**config.mk**
```make
export PLATFORM = sky130hd
export DESIGN_NAME = brcond_unit
export DESIGN_NICKNAME = d
export VERILOG_FILES = /design/src/rtl/brcond_pkg.sv /design/src/rtl/brcond_flag_pick.sv /design/src/rtl/brcond_decide.sv /design/src/rtl/brcond_target.sv /design/src/rtl/brcond_unit.sv
export SDC_FILE = /design/constraint.sdc
export NUM_CORES = 1
export LEC_CHECK = 0
export ABC_AREA = 0
export BUFFER_PORTS_ARGS = -buffer_cell sky130_fd_sc_hd__buf_4
export CAP_MARGIN = 20
export CORE_AREA = 2 2 72 74
export DETAILED_ROUTE_END_ITERATION = 8
export DIE_AREA = 0 0 74 76
export GPL_TIMING_DRIVEN = 0
export PLACE_DENSITY = 0.88
export RECOVER_POWER = 25
export SYNTH_ARGS = -nofsm -noshare
export SYNTH_HDL_FRONTEND = slang
export SYNTH_SLANG_ARGS = --single-unit
```
**constraint.sdc**
```tcl
create_clock -name vclk -period 8.5
set_input_delay 1.7 -clock vclk [all_inputs]
set_output_delay 1.7 -clock vclk [all_outputs]
set_load 0.05 [all_outputs]
```
**src/rtl/brcond_pkg.sv**
```systemverilog
package brcond_pkg;

   // decoded flag bundle
   typedef struct packed {
      logic z;
      logic s;
      logic ov;
      logic cy;
      logic sat;
   } flags_t;

   // selector codes whose numbering the decoder relies on
   localparam logic [3:0] SEL_ALWAYS = 4'd5;
   localparam logic [3:0] SEL_SAT    = 4'd13;
   localparam int         SEL_W      = 4;
   localparam int         BASE_N     = 8;

endpackage

```
**src/rtl/brcond_flag_pick.sv**
```systemverilog
module brcond_flag_pick
   import brcond_pkg::*;
#(
   parameter int STAT_W  = 32,
   parameter int Z_POS   = 0,
   parameter int S_POS   = 1,
   parameter int OV_POS  = 2,
   parameter int CY_POS  = 3,
   parameter int SAT_POS = 4
) (
   input  logic [STAT_W-1:0] status_i,
   output flags_t            flags_o
);

   generate
      if (Z_POS >= STAT_W || S_POS >= STAT_W || OV_POS >= STAT_W ||
          CY_POS >= STAT_W || SAT_POS >= STAT_W) begin : g_bad_pos
         $error("brcond_flag_pick: flag position outside status word");
      end
   endgenerate

   always_comb begin
      flags_o.z   = status_i[Z_POS];
      flags_o.s   = status_i[S_POS];
      flags_o.ov  = status_i[OV_POS];
      flags_o.cy  = status_i[CY_POS];
      flags_o.sat = status_i[SAT_POS];
   end

endmodule

```
**src/rtl/brcond_decide.sv**
```systemverilog
module brcond_decide
   import brcond_pkg::*;
(
   input  logic [SEL_W-1:0] cond_i,
   input  flags_t           flags_i,
   output logic             hold_o
);

   logic [BASE_N-1:0] base;
   logic              lt;
   logic              picked;

   // base conditions for the lower half of the code space
   always_comb begin
      lt      = flags_i.s ^ flags_i.ov;
      base[0] = flags_i.ov;
      base[1] = flags_i.cy;
      base[2] = flags_i.z;
      base[3] = flags_i.cy | flags_i.z;
      base[4] = flags_i.s;
      base[5] = 1'b1;
      base[6] = lt;
      base[7] = flags_i.z | lt;
   end

   // upper half inverts the base, except the saturation slot
   always_comb begin
      picked = base[cond_i[SEL_W-2:0]];
      if (cond_i == SEL_SAT) begin
         hold_o = flags_i.sat;
      end else if (cond_i[SEL_W-1]) begin
         hold_o = ~picked;
      end else begin
         hold_o = picked;
      end
   end

endmodule

```
**src/rtl/brcond_target.sv**
```systemverilog
module brcond_target #(
   parameter int ADDR_W = 32,
   parameter int OPND_W = 32,
   parameter int DISP_W = 9
) (
   input  logic [ADDR_W-1:0] pc_i,
   input  logic [OPND_W-1:0] operand_i,
   output logic [ADDR_W-1:0] target_o
);

   localparam int EXT_W = ADDR_W - DISP_W;

   generate
      if (DISP_W > OPND_W || DISP_W >= ADDR_W || DISP_W < 2) begin : g_bad_w
         $error("brcond_target: displacement width out of range");
      end
   endgenerate

   logic [DISP_W-1:0] disp;
   logic [ADDR_W-1:0] disp_ext;
   logic [OPND_W-1:0] unused_opnd;

   assign disp        = operand_i[DISP_W-1:0];
   assign unused_opnd = operand_i;
   assign disp_ext    = {{EXT_W{disp[DISP_W-1]}}, disp};
   assign target_o    = pc_i + disp_ext;

endmodule

```
**src/rtl/brcond_unit.sv**
```systemverilog
module brcond_unit
   import brcond_pkg::*;
#(
   parameter int ADDR_W  = 32,
   parameter int OPND_W  = 32,
   parameter int DATA_W  = 32,
   parameter int STAT_W  = 32,
   parameter int DISP_W  = 9,
   parameter int Z_POS   = 0,
   parameter int S_POS   = 1,
   parameter int OV_POS  = 2,
   parameter int CY_POS  = 3,
   parameter int SAT_POS = 4,
   parameter bit REG_OUT = 1'b0
) (
   input  logic              clk,
   input  logic              rst_n,
   input  logic [3:0]        cond_i,
   input  logic [STAT_W-1:0] status_i,
   input  logic [ADDR_W-1:0] pc_i,
   input  logic [OPND_W-1:0] operand_i,
   output logic              taken_o,
   output logic [ADDR_W-1:0] target_o,
   output logic [DATA_W-1:0] setf_o
);

   generate
      if (DATA_W < 1) begin : g_bad_data
         $error("brcond_unit: DATA_W must be at least 1");
      end
   endgenerate

   flags_t              flags;
   logic                hold;
   logic [ADDR_W-1:0]   tgt;
   logic [STAT_W-1:0]   unused_status;

   assign unused_status = status_i;

   brcond_flag_pick #(
      .STAT_W (STAT_W),
      .Z_POS  (Z_POS),
      .S_POS  (S_POS),
      .OV_POS (OV_POS),
      .CY_POS (CY_POS),
      .SAT_POS(SAT_POS)
   ) u_pick (
      .status_i(status_i),
      .flags_o (flags)
   );

   brcond_decide u_decide (
      .cond_i (cond_i),
      .flags_i(flags),
      .hold_o (hold)
   );

   brcond_target #(
      .ADDR_W(ADDR_W),
      .OPND_W(OPND_W),
      .DISP_W(DISP_W)
   ) u_target (
      .pc_i     (pc_i),
      .operand_i(operand_i),
      .target_o (tgt)
   );

   generate
      if (REG_OUT) begin : g_reg
         logic              taken_q;
         logic [ADDR_W-1:0] target_q;
         always_ff @(posedge clk or negedge rst_n) begin
            if (!rst_n) begin
               taken_q  <= 1'b0;
               target_q <= '0;
            end else begin
               taken_q  <= hold;
               target_q <= tgt;
            end
         end
         assign taken_o  = taken_q;
         assign target_o = target_q;
      end else begin : g_comb
         logic unused_clk;
         assign unused_clk = clk ^ rst_n;
         assign taken_o    = hold;
         assign target_o   = tgt;
      end
   endgenerate

   assign setf_o = {{(DATA_W-1){1'b0}}, taken_o};

endmodule

```
* Yosys cells after proc, flatten, opt, wreduce, memory -nomap -nowiden *
Index checks and enable logic that the tools add are counted.

cells by class
  add/sub/neg operators = 1
  $mul = 0
  div/mod/pow operators = 0
  order comparisons = 1
  equality and inequality tests = 1
  shift-type cells = 0
  multiplexer cells = 4
  bitwise operators = 4
  reductions and logical operators = 0

operators by type and width
  cell                count
  $add 32x32->32      1
  $eq 4x4->1 const B  1
  $lt 3x4->1 const B  1
  $bmux 1 s3          1
  $mux 1              3
  $or 1x1->1          2
  $not 1->1           1
  $xor 1x1->1         1

word-level totals
  bits in registers = 0
  latch bits = 0
  memory bits (writable) = 0
  bits in read-only memories = 0
  bits of input ports = 102
  output and inout bits = 65
  memories = 0

* Depth between registers and ports, before layout *
Gate-level depths: netlist of run 1.

  word-level depth = 7
  gate-level depth with buffers = 9

* Hierarchy *
Synthesis of run 1 repeated with hierarchy kept, for this count alone.

second synthesis, totals
  cells, all modules = 289
  area, all modules = 2124.5 um2

modules (own cells, without submodules)
  module            times used  cells each  area each (um2)  seq. area each (um2)
  brcond_target     1           240         1747.9           0.0
  brcond_unit       1           33          244.0            0.0
  brcond_decide     1           11          95.1             0.0
  brcond_flag_pick  1           5           37.5             0.0

* Worst setup path after synthesis of run 1 *
No wires, ideal clock.

  path kind = input -> output
  start point = input pc_i[0]
  end point = output target_o[30]
  arrival = 4.532 ns
  setup slack = 2.268 ns
  stages on the path = 8
  path through = ha_1 -> fa_1 -> a21oi_1 -> o211ai_1 -> a211oi_1 -> o21ai_0 -> o31a_1 -> a211oi_1

between the ends
  word-level cells in the longest chain between the ends = 1

ends and longest elaborated chain
  item                line                 text
  start: declaration  brcond_unit.sv:20    input logic [ADDR_W-1:0] pc_i,
  $add 32x32->32      brcond_target.sv:26  assign target_o = pc_i + disp_ext;
  end: declaration    brcond_unit.sv:23    output logic [ADDR_W-1:0] target_o,

No other way between the ends.

* Worst setup path in the final report of run 1 *
  start point = input operand_i[8]
  end point = output target_o[30]

between the ends
  word-level cells in the longest chain between the ends = 1

ends and longest elaborated chain
  item                line                 text
  start: declaration  brcond_unit.sv:21    input logic [OPND_W-1:0] operand_i,
  $add 32x32->32      brcond_target.sv:26

No other way between the ends.

==> key figures, run 1 <==
STA
  – Hold Fails Final Rpt: 0
  – Final worst path period share: 70.92%
  – RSZ-0062 raised after global routing: false
  – Final worst slack: 2.472 ns
  – Post-layout min period: 6.028 ns
  – Worst-margin pin slew: 0.6029 ns
  – Fmax: 0.1659 GHz
  – Setup violations, final: 0
  – Hold_ws: 3.858 ns
  – Final Slew Violations: 0
  – Relative slew slack: 59.98%
  – Setup TNS: 0 ns

Flow run
  – Max cap viols: 0

Global routing
  – Vias in the first global route: 2265
  – GRT overflow: 0
  – Initial antenna violation count: 0
  – Pin count of the biggest net entering global routing: 25
  – Tot GR Track Use: 19.99%
  – First-pass GRT wire length: 9.597 mm

CTS
  – CTS hold repair buffers: 0
  – # resized after CTS: 0
  – Setup Buffers After CTS: 0

Detailed routing
  – Via count: 2511
  – Drt via density: 5.264
  – TritonRoute pass-1 iters: 4
  – DR DRC count: 0
  – Final ANT Viol Nets: 0
  – Total length of routed wires: 5.922 mm
  – Wirelength per Cell: 12.42 um
  – Iteration-0 DRC Markers: 120

Final layout
  – Final Cell Area: 2957 um^2
  – Commonest non-fill, non-tap cell in the layout: buf_4
  – Most frequent cells in the layout: buf_4, a21oi_1, ha_1, conb_1, nand2_1
  – CLK BUF: 0
  – Area grow syn2layout: 37.14%
  – Layout fillers: 477
  – Antenna diode count: 0
  – Final nets: 543
  – Number of sequential cells: 0
  – Register area: 0 um^2
  – Ratio of cells with drive above 1 in the final layout: 31.20%

Yosys
  – Top post-synthesis cells by area: ha_1, buf_4, a21oi_1
  – Compound-Gate Fraction of Synth Area: 33.66%
  – Synthesized area: 2156 um^2
  – Syn_area_per_cell: 7.358 um^2
  – Mapped Cells: 293
  – Ys Warns: 0
  – Multiplexer share of the synthesized area: 0%
  – Area share of fa/ha/maj cells after synthesis: 18.92%
  – Post-synthesis sequential area ratio: 0%
  – Synth cell types: 59
  – XOR/XNOR share of the synthesized area: 12.19%
  – Synth Area in Simple Gates: 17.64%
  – Main combinational cell family by area after synthesis: compound AO/OA/AOI/OAI gates
  – Synth area leader: ha_1
  – Share of the synthesized area in the top cell type: 17.99%

Floorplan
  – Core area: 4912 um^2
  – Die X: 74 um
  – Row count: 26
  – Die height: 76 um
  – Starting Density: 43.89%
  – Full die area: 5624 um^2
  – Boundary Pins: 167

Placement
  – Place WS: 2.561 ns
  – Gpl congestion: 0.9099
  – HPWL Detailed: 5.059 mm
  – Placed standard-cell area: 2987 um^2
  – # port buffers: 84

Setup path
  – CP Class: primary input to output pin
  – WP data required: 6.80 ns
  – Crit path arrival time: 4.33 ns
  – Worst Path Max Fanout: 24
  – CP Launch Type: primary input
  – CP endpoint kind: output pin

Hold path
  – Worst hold path class: primary input to output pin

Power and ir drop
  – PnR Total Power: 399.8 uW
  – P_leak: 1.464 nW
  – P per Cell Area: 135.2 nW/um^2
  – Max VDD drop: 0.08916 mV

Status
  – Status: finished, final reports clean
synthesized netlist by cell type, types with 2 or more instances:
cell,count
inv_1,5
o41ai_1,2
a311oi_1,2
clkbuf_1,5
a21o_1,6
o31a_1,2
a41oi_1,2
nor3_1,4
buf_4,33
a21oi_1,36
a21o_2,2
o21bai_1,3
and3_1,4
a221oi_1,2
o21a_1,3
nand2b_1,4
o31ai_1,2
a31oi_1,2
o21ai_0,19
nand3_1,7
nor2_1,14
nand4_1,3
xor2_1,10
nand2_1,28
a211oi_1,3
o211ai_1,7
ha_1,31
xnor2_1,20
bufbuf_16,2
through the flow:
stage               utilization [%]  cells
finish                        60.19    477
global route                  60.19    477
CTS                           60.80    477
detailed placement            60.80    477
global placement              60.80    477
floorplan                         -    323
layout make-up:
class,instances,area (um^2),area share (%)
Buffer,42,356.6,12.06
Timing Repair Buffer,84,600.6,20.31
Inverter,5,18.77,0.6348
Multi-Input combinational cell,276,1893,64.03
Tap cell,70,87.58,2.962
worst max-delay path, stage by stage:
cell	delay (ns)
buf_4	0.21
ha_1	0.30
clkbuf_1	0.28
nand2_1	0.16
nor3_1	0.24
o211ai_1	0.12
o21ai_0	0.48
o31a_1	0.25
nor3_1	0.07
a211oi_1	0.25
buf_4	0.26
path summary, 6_finish.rpt:
check	cells after the start	endpoint	slack, ns	start
worst max-delay path	11	target_o[30]	2.47	operand_i[8]
worst min-delay path	4	target_o[31]	3.86	pc_i[31]
cells by family after synthesis:
logic type	after synthesis
AOI/OAI and AO/OA	107
xor gates and xnor gates	30
adders and majority gates	32
buffers and inverters	47
other	1
and+or+nand+nor	76
layer usage:
layer | track usage [%] | vias to the layer above | part of all wire, % | wire length, um
li1 | - | 1267 | - | -
met1 | 24.06 | 1110 | 40 | 2357
met2 | 37.50 | 124 | 50 | 2968
met3 | 2.249 | 10 | 8.8 | 521
met4 | 3.091 | 0 | 1.3 | 75
met5 | 0 | - | 0 | 0
power breakdown:
part	internal (mW)	leakage (nW)	switching (mW)
sequential	0	0	0
clock	0	0	0
combinational	0.135	1.46	0.265
total	0.135	1.46	0.265
(Power assumes the default switching activity.)
==> run 2: changes to the inputs <==
ABC_AREA = 1   (was 0)
CORE_AREA = 2 2 84 86   (was 2 2 72 74)
DIE_AREA = 0 0 86 88   (was 0 0 74 76)
PLACE_DENSITY = 0.79   (was 0.88)
clock period = 5.4 ns   (was 8.5 ns; I/O delays follow)
==> key figures, run 2 <==
Yosys
  – Share of the synthesized area in the top cell type: 31.07% (was 17.99%)
  – Most instantiated cells after synthesis: nand2_1, inv_1, nor2_1, buf_4, ha_1 (was a21oi_1, buf_4, ha_1, nand2_1, xnor2_1)
  – Top post-synthesis cells by area: nand2_1, inv_1, ha_1 (was ha_1, buf_4, a21oi_1)
  – Post-synthesis sequential area ratio: 0% (unchanged)
  – Synth area leader: nand2_1 (was ha_1)
  – Syn_area_per_cell: 4.984 um^2 (was 7.358 um^2)
  – Synth cell types: 24 (was 59)
  – Mapped Cells: 543 (was 293)
  – Synthesized area: 2706 um^2 (was 2156 um^2)
  – Ys Warns: 0 (unchanged)
  – Most common cell in the synthesized netlist: nand2_1 (was a21oi_1)

Power and ir drop
  – Pint: 183.3 uW (was 134.8 uW)
  – Seq pwr share: 0% (about the same)
  – Max VDD drop: 0.09783 mV (was 0.08916 mV)
  – P_leak: 2.415 nW (was 1.464 nW)
  – Clock power share: 0% (about the same)
  – Psw: 423.0 uW (was 265.0 uW)
  – Comb pwr share: 100.0% (about the same)
  – P per Cell Area: 172.3 nW/um^2 (was 135.2 nW/um^2)
  – PnR Total Power: 606.3 uW (was 399.8 uW)
  – Sw Ratio: 69.76% (was 66.28%)

Global routing
  – First-pass GRT wire length: 12.11 mm (was 9.597 mm)
  – Initial antenna violation count: 0 (unchanged)
  – Pin count of the biggest net entering global routing: 25 (unchanged)
  – GRT overflow: 0 (unchanged)
  – Vias in the first global route: 2978 (was 2265)
  – Tot GR Track Use: 18.84% (was 19.99%)

Final layout
  – Multi-input logic area: 2147 um^2 (was 1893 um^2)
  – Final Cell Area: 3520 um^2 (was 2957 um^2)
  – Finished Layout Cells: 737 (was 477)
  – Most frequent cells in the layout: nand2_1, inv_1, buf_4 (was buf_4, a21oi_1, ha_1, conb_1, nand2_1)
  – Number of sequential cells: 0 (unchanged)
  – Register area: 0 um^2 (unchanged)
  – Area grow syn2layout: 30.05% (was 37.14%)
  – Commonest non-fill, non-tap cell in the layout: nand2_1 (was buf_4)
  – CLK BUF: 0 (unchanged)
  – Ratio of cells with drive above 1 in the final layout: 20.55% (was 31.20%)
  – Final nets: 793 (was 543)
  – Layout fillers: 734 (was 477)
  – Antenna diode count: 0 (unchanged)

STA
  – Hold Fails Final Rpt: 0 (unchanged)
  – Worst-margin pin slew: 0.6082 ns (was 0.6029 ns)
  – Setup violations, final: 0 (unchanged)
  – Final worst path period share: 73.25%
  – Relative slew slack: 59.62% (was 59.98%)
  – Hold_ws: 2.601 ns (was 3.858 ns)
  – Setup TNS: 0 ns (unchanged)
  – Final Slew Violations: 0 (unchanged)
  – RSZ-0062 raised after global routing: false (unchanged)
  – Post-layout min period: 3.955 ns
  – Fmax: 0.2528 GHz

Detailed routing
  – TritonRoute pass-1 iters: 5 (was 4)
  – Wirelength per Cell: 10.10 um (was 12.42 um)
  – Drt via density: 4.540 (was 5.264)
  – Total length of routed wires: 7.441 mm (was 5.922 mm)
  – Via count: 3346 (was 2511)
  – DR DRC count: 0 (unchanged)
  – Final ANT Viol Nets: 0 (unchanged)
  – Iteration-0 DRC Markers: 116 (was 120)

Floorplan
  – Full die area: 7568 um^2 (was 5624 um^2)
  – Row count: 30 (was 26)
  – Starting Density: 40.73% (was 43.89%)
  – Boundary Pins: 167 (unchanged)
  – Die X: 86 um (was 74 um)
  – Die height: 88 um (was 76 um)
  – Core area: 6644 um^2 (was 4912 um^2)

Setup path
  – Worst Path Max Fanout: 4 (was 24)
  – CP Launch Type: primary input (unchanged)
  – WP data required: 4.32 ns (was 6.80 ns)
  – CP Class: primary input to output pin (unchanged)
  – CP endpoint kind: output pin (unchanged)
  – Crit path arrival time: 2.88 ns (was 4.33 ns)

CTS
  – CTS hold repair buffers: 0 (unchanged)
  – Setup Buffers After CTS: 0 (unchanged)
  – # resized after CTS: 0 (unchanged)

Flow run
  – Max cap viols: 0 (unchanged)

Hold path
  – Worst hold path class: primary input to output pin (unchanged)

Placement
  – Placed cell count: 737 (was 477)
  – Placed standard-cell area: 3550 um^2 (was 2987 um^2)
  – HPWL Detailed: 6.675 mm (was 5.059 mm)
  – # port buffers: 84 (unchanged)
  – Gpl congestion: 0.8558 (was 0.9099)

Status
  – Status: finished, final reports clean (unchanged)
==> run 2: metrics by stage <==
stage	worst slack (ns)	utilization (%)
floorplan	1.385	-
global placement	1.482	53.43
detailed placement	1.451	53.43
CTS	1.447	53.43
global route	1.295	52.98
finish	1.445	52.98
==> run 2: cells by family after synthesis <==
family | synth area share (%)
AO/OA/AOI/OAI | 5.502
other | 0.1386
buffers and inverters | 24.83
AND/OR/NAND/NOR | 48.96
XOR/XNOR | 5.502
adder cells (fa/ha/maj) | 15.07
==> run 2: worst paths after layout <==
kind | endpoint | from | cells after the start | slack (ns)
setup / recovery | target_o[28] | pc_i[0] | 14 | 1.44
hold / removal | target_o[31] | pc_i[31] | 5 | 2.60
==> run 2: layout make-up <==
cell class | count | share of cell area, %
buffer | 32 | 6.825
multi-input combinational | 426 | 61.00
tap | 80 | 2.844
timing repair buffer | 84 | 17.06
inverter | 115 | 12.26
==> run 2: layer usage <==
metal | part of all wire [%] | wire, um | global-route usage (%) | up-vias
met1 | 44 | 3269 | 23.73 | 1434
met4 | 1.1 | 82 | 2.309 | 0
met3 | 5.8 | 430 | 0.3770 | 6
li1 | - | - | - | 1801
met2 | 49 | 3659 | 36.58 | 105
met5 | 0 | 0 | 0 | -
==> run 2: critical path, cell delays in order <==
cell and delay (ns):
buf_4 0.11, ha_1 0.23, fa_1 0.48, nand3_1 0.14, nand3_2 0.08, nand2_1 0.08
nand2_2 0.08, nand2_1 0.08, nand2_2 0.07, nand2_1 0.10, nand2_1 0.05, nand2_1 0.05
nand2_1 0.04, buf_4 0.18
==> run 2: power groups by stage <==
stage	combinational (mW)	sequential (mW)	clock, mW
detailed placement	0.613	0	0
global placement	0.605	0	0
global route	0.653	0	0
finish	0.606	0	0
CTS	0.615	0	0
floorplan	0.455	0	0
==> run 3: changes to the inputs <==
CORE_AREA = 2 2 80 82   (was 2 2 84 86)
DIE_AREA = 0 0 82 84   (was 0 0 86 88)
PLACE_DENSITY = 0.83   (was 0.79)
clock period = 4 ns   (was 5.4 ns; I/O delays follow)
==> key figures, run 3 (same netlist as run 2, synthesis figures left out) <==
Power and ir drop
  – Max VDD drop: 0.1210 mV (was 0.09783 mV)
  – P per Cell Area: 232.4 nW/um^2 (was 172.3 nW/um^2)
  – P_leak: 2.415 nW (unchanged)
  – PnR Total Power: 817.2 uW (was 606.3 uW)

Hold path
  – Worst hold path class: primary input to output pin (unchanged)
  – Hold Crit Start: pc_i[31] (unchanged)
  – Hold EP: target_o[31] (unchanged)
  – Hold path cells: 5 (unchanged)

Detailed routing
  – Final ANT Viol Nets: 0 (unchanged)
  – Iteration-0 DRC Markers: 95 (was 116)
  – Via count: 3318 (was 3346)
  – Wirelength per Cell: 9.989 um (was 10.10 um)
  – DR DRC count: 0 (unchanged)
  – DR WL met2: 3.444 mm (was 3.659 mm)
  – Total length of routed wires: 7.332 mm (was 7.441 mm)
  – Metal3 WL: 508 um (was 430 um)
  – TritonRoute pass-1 iters: 4 (was 5)
  – Top layer reached by signal wires: met4 (unchanged)
  – Met1 WL: 3.247 mm (was 3.269 mm)
  – Drt via density: 4.520 (was 4.540)

STA
  – Worst-margin pin slew: 0.6069 ns (was 0.6082 ns)
  – Fmax: 0.2957 GHz
  – Final worst path period share: 84.54%
  – RSZ-0062 raised after global routing: false (unchanged)
  – Setup TNS: 0 ns (unchanged)
  – Hold Fails Final Rpt: 0 (unchanged)
  – Setup violations, final: 0 (unchanged)
  – Relative slew slack: 59.71% (was 59.62%)
  – Hold_ws: 2.041 ns (was 2.601 ns)
  – Final Slew Violations: 0 (unchanged)
  – Post-layout min period: 3.382 ns

Setup path
  – Slowest cell on the critical path: fa_1 (unchanged)
  – Critical path cell sequence: buf_4 -> ha_1 -> fa_1 -> nand3_1 -> nand3_2 -> nand2_1 -> nand2_2 -> nand2_1 -> nand2_2 -> nand2_1 -> nand2_1 -> nand2_1 -> nand2_1 -> buf_4 (unchanged)
  – Crit path arrival time: 2.58 ns (was 2.88 ns)
  – CP endpoint kind: output pin (unchanged)
  – CP Launch Type: primary input (unchanged)
  – WP data required: 3.20 ns (was 4.32 ns)
  – Most used cell, CP: nand2_1 (unchanged)
  – CP Class: primary input to output pin (unchanged)
  – Worst Path Max Fanout: 4 (unchanged)
  – Crit-path max cell delay: 0.47 ns (was 0.48 ns)

Global routing
  – Tot GR Track Use: 20.63% (was 18.84%)
  – Vias in the first global route: 2971 (was 2978)
  – GRT overflow: 0 (unchanged)
  – Pin count of the biggest net entering global routing: 25 (unchanged)
  – Initial antenna violation count: 0 (unchanged)
  – First-pass GRT wire length: 11.87 mm (was 12.11 mm)

Final layout
  – Layout fillers: 621 (was 734)
  – Ratio of cells with drive above 1 in the final layout: 20.55% (unchanged)
  – Number of sequential cells: 0 (unchanged)
  – Commonest non-fill, non-tap cell in the layout: nand2_1 (unchanged)
  – CLK BUF: 0 (unchanged)
  – Most frequent cells in the layout: nand2_1, inv_1, buf_4 (unchanged)
  – Final Cell Area: 3516 um^2 (was 3520 um^2)
  – Area grow syn2layout: 29.91% (was 30.05%)
  – Antenna diode count: 0 (unchanged)
  – Final nets: 793 (unchanged)
  – Register area: 0 um^2 (unchanged)
  – Final Util: 57.68% (was 52.98%)

Flow run
  – Max cap viols: 0 (unchanged)

Status
  – Status: finished, final reports clean (unchanged)

Placement
  – Placed standard-cell area: 3546 um^2 (was 3550 um^2)
  – HPWL Detailed: 6.630 mm (was 6.675 mm)
  – Gpl congestion: 0.9094 (was 0.8558)
  – # port buffers: 84 (unchanged)

CTS
  – Setup Buffers After CTS: 0 (unchanged)
  – CTS hold repair buffers: 0 (unchanged)
  – # resized after CTS: 0 (unchanged)

Floorplan
  – Die X: 82 um (was 86 um)
  – Boundary Pins: 167 (unchanged)
  – Core area: 6096 um^2 (was 6644 um^2)
  – Row count: 29 (was 30)
  – Die height: 84 um (was 88 um)
  – Starting Density: 44.40% (was 40.73%)
  – Full die area: 6888 um^2 (was 7568 um^2)
run 3: cell counts in the layout (fill, tap and decap cells not counted):
No cell type changed its count.
run 3: report_power, final:
group	switching [mW]	internal, mW
logic	0.569	0.248
registers	0	0
clock network	0	0
run 3: per-layer routing:
layer	vias up	GRT usage [%]
li1	1792	-
met1	1409	26.20
met2	105	37.77
met3	12	1.190
met4	0	3.485
met5	-	0
run 3: metrics by stage:
stage,cells,worst slack (ns)
after CTS,734,0.6274
final,734,0.6185
after global placement,734,0.6432
after floorplan,573,0.5449
after detailed placement,734,0.6297
after global routing,734,0.4818
run 3: worst max-delay path by stage:
stage / from / end / slack [ns] / cells after the start
5_1_grt: pc_i[0] / target_o[28] / 0.48 / 14
3_3_place_gp: pc_i[0] / target_o[28] / 0.64 / 13
2_1_floorplan: pc_i[0] / target_o[12] / 0.54 / 9
3_5_place_dp: pc_i[0] / target_o[28] / 0.63 / 14
4_1_cts: pc_i[0] / target_o[28] / 0.63 / 14
6_report: pc_i[0] / target_o[28] / 0.62 / 14
run 3: area by class of cell:
type | count | area, um^2 | share of cell area [%]
multi-input combinational | 426 | 2147 | 61.07
timing repair buffer | 84 | 600.6 | 17.08
inverter | 115 | 431.7 | 12.28
buffer | 32 | 240.2 | 6.833
tap | 77 | 96.34 | 2.740
run 3: worst max-delay path: cells and delay by family:
kind                     cells  cell delay, ns
adder cells (fa/ha/maj)      2            0.69
buffers and inverters        2            0.29
AND/OR/NAND/NOR             10            0.80
